`config.mk`:
```
export PLATFORM = sky130hd
export DESIGN_NAME = sigsplit_top
export DESIGN_NICKNAME = d
export VERILOG_FILES = /design/src/rtl/sigsplit_pkg.sv /design/src/rtl/sigsplit_decode.sv /design/src/rtl/sigsplit_lanes.sv /design/src/rtl/sigsplit_outreg.sv /design/src/rtl/sigsplit_top.sv
export SDC_FILE = /design/constraint.sdc
export NUM_CORES = 1
export LEC_CHECK = 0
export BUFFER_PORTS_ARGS = -buffer_cell sky130_fd_sc_hd__buf_2
export CORE_MARGIN = 3
export CORE_UTILIZATION = 40
export CTS_CLUSTER_DIAMETER = 200
export DETAILED_ROUTE_END_ITERATION = 8
export PLACE_DENSITY = 0.66
export SKIP_CTS_REPAIR_TIMING = 1
export SYNTH_ARGS = -nofsm -noshare
export SYNTH_HDL_FRONTEND = slang
export SYNTH_SLANG_ARGS = --single-unit
```
`constraint.sdc`:
```
create_clock -name clk -period 1.7 [get_ports clk]
set_clock_uncertainty 0.15 [all_clocks]
set_input_delay 0.255 -clock clk [delete_from_list [all_inputs] [get_ports clk]]
set_output_delay 0.255 -clock clk [all_outputs]
set_load 0.01 [all_outputs]
```
`src/rtl/sigsplit_pkg.sv`:
```
package sigsplit_pkg;

    localparam int XW     = 32;
    localparam int WW     = 2 * XW;
    localparam int NUM_FN = 6;
    localparam int SW     = $clog2(WW);
    localparam int SELW   = 5;

    localparam logic [6:0] OPC_FAMILY = 7'b0110011;
    localparam logic [2:0] F3_FAMILY  = 3'b000;
    localparam logic [1:0] TOP_FAMILY = 2'b01;

    typedef enum logic [2:0] {
        FN_RSUM0  = 3'd0,
        FN_RSUM1  = 3'd1,
        FN_SSIG0L = 3'd2,
        FN_SSIG1L = 3'd3,
        FN_SSIG0H = 3'd4,
        FN_SSIG1H = 3'd5
    } fn_e;

    // All amounts are right-rotate distances; a left rotate by n is a right rotate by WW-n.
    typedef struct packed {
        logic [SW-1:0] rot_a;
        logic [SW-1:0] rot_b;
        logic [SW-1:0] rot_c;
        logic          mid_is_shift;
    } lane_cfg_t;

    typedef struct packed {
        logic match;
        logic illegal;
    } dec_t;

    typedef struct packed {
        logic          valid;
        logic          match;
        logic          illegal;
        logic [XW-1:0] data;
    } resp_t;

    function automatic lane_cfg_t lane_cfg(fn_e f);
        lane_cfg_t c;
        case (f)
            FN_RSUM0:  c = '{rot_a: SW'(WW-25), rot_b: SW'(WW-30), rot_c: SW'(28), mid_is_shift: 1'b0};
            FN_RSUM1:  c = '{rot_a: SW'(WW-23), rot_b: SW'(14),    rot_c: SW'(18), mid_is_shift: 1'b0};
            FN_SSIG0L: c = '{rot_a: SW'(1),     rot_b: SW'(7),     rot_c: SW'(8),  mid_is_shift: 1'b0};
            FN_SSIG1L: c = '{rot_a: SW'(WW-3),  rot_b: SW'(6),     rot_c: SW'(19), mid_is_shift: 1'b0};
            FN_SSIG0H: c = '{rot_a: SW'(1),     rot_b: SW'(7),     rot_c: SW'(8),  mid_is_shift: 1'b1};
            default:   c = '{rot_a: SW'(WW-3),  rot_b: SW'(6),     rot_c: SW'(19), mid_is_shift: 1'b1};
        endcase
        return c;
    endfunction

    function automatic logic [SELW-1:0] fn_code(fn_e f);
        case (f)
            FN_RSUM0:  return 5'b01000;
            FN_RSUM1:  return 5'b01001;
            FN_SSIG0L: return 5'b01010;
            FN_SSIG1L: return 5'b01011;
            FN_SSIG0H: return 5'b01110;
            default:   return 5'b01111;
        endcase
    endfunction

    function automatic logic [WW-1:0] rotr(logic [WW-1:0] v, int n);
        if (n == 0) return v;
        return (v >> n) | (v << (WW - n));
    endfunction

endpackage

```
`src/rtl/sigsplit_decode.sv`:
```
module sigsplit_decode
    import sigsplit_pkg::*;
#(
    parameter bit IS_RV32 = 1'b1
) (
    input  logic [XW-1:0]     insn,
    input  logic              hash_en,
    output logic [NUM_FN-1:0] hit,
    output dec_t              dec
);
    logic frame_ok;

    assign frame_ok = (insn[6:0] == OPC_FAMILY) &&
                      (insn[14:12] == F3_FAMILY) &&
                      (insn[31:30] == TOP_FAMILY);

    for (genvar i = 0; i < NUM_FN; i++) begin : g_hit
        assign hit[i] = frame_ok && (insn[29:25] == fn_code(fn_e'(i)));
    end

    always_comb begin
        dec.match   = |hit;
        dec.illegal = dec.match && !(IS_RV32 && hash_en);
    end
endmodule

```
`src/rtl/sigsplit_lanes.sv`:
```
module sigsplit_lanes
    import sigsplit_pkg::*;
(
    input  logic [WW-1:0]             x,
    input  logic [XW-1:0]             lo_word,
    output logic [NUM_FN-1:0][XW-1:0] lane
);
    for (genvar i = 0; i < NUM_FN; i++) begin : g_lane
        localparam lane_cfg_t C = lane_cfg(fn_e'(i));
        logic [WW-1:0] term_a, term_b, term_c, mix;

        assign term_a = rotr(x, int'(C.rot_a));
        assign term_c = rotr(x, int'(C.rot_c));
        if (C.mid_is_shift) begin : g_shift
            assign term_b = {{XW{1'b0}}, lo_word} >> C.rot_b;
        end else begin : g_rot
            assign term_b = rotr(x, int'(C.rot_b));
        end

        assign mix     = term_a ^ term_b ^ term_c;
        assign lane[i] = mix[XW-1:0];
    end
endmodule

```
`src/rtl/sigsplit_outreg.sv`:
```
module sigsplit_outreg
    import sigsplit_pkg::*;
(
    input  logic  clk,
    input  logic  rst,
    input  resp_t d,
    output resp_t q
);
    always_ff @(posedge clk) begin
        if (rst) begin
            q <= '0;
        end else begin
            q.valid <= d.valid;
            if (d.valid) begin
                q.match   <= d.match;
                q.illegal <= d.illegal;
                q.data    <= d.data;
            end
        end
    end
endmodule

```
`src/rtl/sigsplit_top.sv`:
```
module sigsplit_top
    import sigsplit_pkg::*;
#(
    parameter bit IS_RV32 = 1'b1
) (
    input  logic          clk,
    input  logic          rst,
    input  logic          in_valid,
    input  logic [31:0]   insn,
    input  logic [31:0]   rs1_val,
    input  logic [31:0]   rs2_val,
    input  logic          hash_en,
    output logic          out_valid,
    output logic [31:0]   out_data,
    output logic          out_match,
    output logic          out_illegal
);
    logic [NUM_FN-1:0]         hit;
    dec_t                      dec;
    logic [NUM_FN-1:0][XW-1:0] lane;
    resp_t                     nxt, cur;

    sigsplit_decode #(.IS_RV32(IS_RV32)) u_dec (
        .insn    (insn),
        .hash_en (hash_en),
        .hit     (hit),
        .dec     (dec)
    );

    sigsplit_lanes u_lanes (
        .x       ({rs2_val, rs1_val}),
        .lo_word (rs1_val),
        .lane    (lane)
    );

    always_comb begin
        nxt.valid   = in_valid;
        nxt.match   = dec.match;
        nxt.illegal = dec.illegal;
        nxt.data    = '0;
        if (!dec.illegal) begin
            for (int i = 0; i < NUM_FN; i++) begin
                nxt.data |= lane[i] & {XW{hit[i]}};
            end
        end
    end

    sigsplit_outreg u_oreg (
        .clk (clk),
        .rst (rst),
        .d   (nxt),
        .q   (cur)
    );

    assign out_valid   = cur.valid;
    assign out_data    = cur.data;
    assign out_match   = cur.match;
    assign out_illegal = cur.illegal;

    assert_onehot_hit_R1: assert property (@(posedge clk) disable iff (rst)
        in_valid |-> $onehot0(hit));

    assert_valid_follows_R10: assert property (@(posedge clk) disable iff (rst)
        in_valid |=> out_valid);

    assert_valid_drops_R10: assert property (@(posedge clk) disable iff (rst)
        !in_valid |=> !out_valid);

    assert_hold_R10: assert property (@(posedge clk) disable iff (rst)
        !in_valid |=> ($stable(out_data) && $stable(out_match) && $stable(out_illegal)));

    assert_illegal_clean_R8: assert property (@(posedge clk) disable iff (rst)
        (out_valid && out_illegal) |-> (out_match && out_data == '0));

    assert_disabled_flags_R8: assert property (@(posedge clk) disable iff (rst)
        (in_valid && !hash_en) |=> (!out_match || out_illegal));

    assert_nomatch_clean_R9: assert property (@(posedge clk) disable iff (rst)
        (out_valid && !out_match) |-> (!out_illegal && out_data == '0));
endmodule

```
==> impl_metrics.env <==
export IMPL_status="finished clean"
export IMPL_antenna_found_initial=0
export IMPL_worstReg2RegStart="u_oreg.q[1]"
export IMPL_largest_reg_flops=35
export IMPL_power_density_mw_per_mm2=581.1
export IMPL_grt_ovfl_total=0
export IMPL_stdcell_count=796
export IMPL_hold_depth=2
export IMPL_wire_per_inst_um=20.47
export IMPL_dieArea_mm2=0.01313
export IMPL_hold_end="u_oreg.q[33]"
export IMPL_crit_family="compound AO/OA/AOI/OAI gates"
export IMPL_vias_per_cell=5.467
export IMPL_dp_cells=788
export IMPL_postPlaceCellArea_mm2=0.005697
export IMPL_reg2regPathDepth=1
export IMPL_maxCapViolCount=0
export IMPL_synth_fp_nets=644
export IMPL_max_freq_ghz=0.6693
export IMPL_drc=0
export IMPL_grt_pass1_vias=4486
export IMPL_ir_worst_vdd_mv=0.4522
export IMPL_fin_setup_tns_ps=0
export IMPL_die_height_um=114.6
export IMPL_setup_viol=0
export IMPL_synthCells=544
export IMPL_dp_hpwl_um=13070
export IMPL_power_leakage_nw=2.287
export IMPL_r2r_end="u_oreg.q[1]"
export IMPL_ys_seq_area_share_pct=14.86
export IMPL_power_mw=3.409
export IMPL_worstPathRequired_ps=1720
export IMPL_globalplace_congestion=0.9414
export IMPL_antenna_cells=0
export IMPL_ys_seq_elements=35
export IMPL_synth_common_cells="xnor2_1 (229), buf_2 (40), dfxtp_1 (35)"
export IMPL_synth_area_mm2=0.004716
export IMPL_vias=4352
export IMPL_largestRegisters="u_oreg.q: 35 flops"
export IMPL_path_clk_slew_ps=60
export IMPL_grt_pass1_wl_um=25210
export IMPL_crit_path_start_kind="input port"
export IMPL_final_area_mm2=0.005866
export IMPL_h_tree_depth=2
export IMPL_drive_gt1_share_pct=30.78
export IMPL_synth_edf_count=0
export IMPL_cts_inserted_buffers=5
export IMPL_synth_most_common_cell="xnor2_1"
export IMPL_cts_tree="done"
export IMPL_crit_chain="buf_2 -> nand2b_4 -> a21o_1 -> o211ai_4 -> nor3_1 -> a211o_1"
export IMPL_clock_root_buffer="clkbuf_16"
export IMPL_grt_start_max_net_pins=33
export IMPL_r2r_slack_ps=800
export IMPL_ys_warn_count=0
export IMPL_yosys_area_top_type="xnor2_1"
export IMPL_syn_to_final_growth_pct=24.38
export IMPL_initial_core_util_pct=41.12
export IMPL_final_util_pct=51.15
export IMPL_finalMaxSlewViolations=0
export IMPL_synth_top_cells_by_area="xnor2_1 (43%), dfxtp_1 (15%), mux2i_1 (5.9%)"
export IMPL_cts_sinks=35
export IMPL_max_slew_worst_pin_slew_ps=422.6
export IMPL_worstSetupPathType="input port to register"
export IMPL_path_buf_inv=1
export IMPL_grt_usage_pct=24.83
export IMPL_min_from="rst"
export IMPL_relSlewSlack_pct=71.63
export IMPL_largest_register="u_oreg.q"
export IMPL_fin_crit_sh_pct=87.89
export IMPL_post_place_ws_ps=-94.78
export IMPL_drtIter0Drc=347
export IMPL_ios=135
export IMPL_synth_cell_type_count=51
export IMPL_ant_nets=0
export IMPL_synth_top_area_share_pct=42.53
export IMPL_clk_latency_ps=290
export IMPL_hold_violations=0
export IMPL_die_w_um=114.6
export IMPL_synthArstFlopShare_pct=0
export IMPL_ys_dominant_reg_cell="dfxtp_1"
export IMPL_firstDrtPassIters=5
export IMPL_core_mm2=0.01147
export IMPL_cpPeakStageDelay_ps=380
export IMPL_rsz0062_at_grt="false"
export IMPL_port_buffer_count=119
export IMPL_row_count=39
export IMPL_hp_class="input port to register"
export IMPL_cp_slowest_cell="o211ai_4"
export IMPL_endpoint_kind="register"
export IMPL_cts_path_max_buffers=2
export IMPL_nets=752
export IMPL_worst_slack_ps=206.0
export IMPL_min_period_ps=1494
export IMPL_wl_um=16300
export IMPL_arrival_ps=1520
export IMPL_whs_ps=42.43
export IMPL_syn_area_per_cell_um2=8.669
export IMPL_crit_fanout=9
## worst max path at each step
stage	from	to	cells after the start
after global placement	rs1_val[25]	u_oreg.q[28]	6
after floorplan	insn[14]	u_oreg.q[26]	6
after detailed placement	insn[29]	u_oreg.q[31]	6
final	insn[29]	u_oreg.q[31]	6
after CTS	insn[29]	u_oreg.q[31]	6
after global routing	insn[25]	u_oreg.q[26]	6
## cell type report
class / count / area, um2
clock buffer: 5 / 125.1
clock inverter: 3 / 43.79
fill: 1099 / 5602
inverter: 2 / 7.507
multi-input combinational: 432 / 3623
sequential: 35 / 700.7
tap: 143 / 178.9
timing repair buffer: 176 / 1186
## power by group
part / switching (mW) / internal (mW) / leakage [nW]
Combinational: 0.774 / 0.750 / 1.92
Clock: 0.372 / 0.691 / 0.0838
Sequential: 0.000369 / 0.822 / 0.282
Total: 1.15 / 2.26 / 2.29
## cells by family (layout without fill, tap and decap cells)
| family | after synthesis | after routing | share of synthesized area (%) |
|---|---|---|---|
| AO/OA/AOI/OAI | 102 | 102 | 16.24 |
| flip-flops | 35 | 35 | 14.86 |
| AND/OR/NAND/NOR | 44 | 44 | 6.209 |
| XOR/XNOR | 255 | 255 | 47.68 |
| buffers and inverters | 77 | 186 | 8.358 |
| multiplexers | 31 | 31 | 6.660 |
## layer usage
metal / vias to the layer above / global-route usage [%] / share of wire, %
li1: 2014 / - / -
met1: 2081 / 33.11 / 42
met2: 217 / 40.09 / 46
met3: 40 / 4.863 / 9.4
met4: 0 / 8.076 / 2.9
met5: - / 0 / 0
## layout by cell type, fill, tap and decap left out, types with 8 or more instances in the layout
cell type,instances
o21ai_0,23
xor2_1,24
a22oi_1,23
mux2i_1,28
buf_4,44
buf_12,13
o22ai_1,8
xnor2_1,229
dfxtp_1,35
nand2_1,8
buf_2,119
nor2_1,8
a22o_1,20
(Power assumes the default switching activity.)
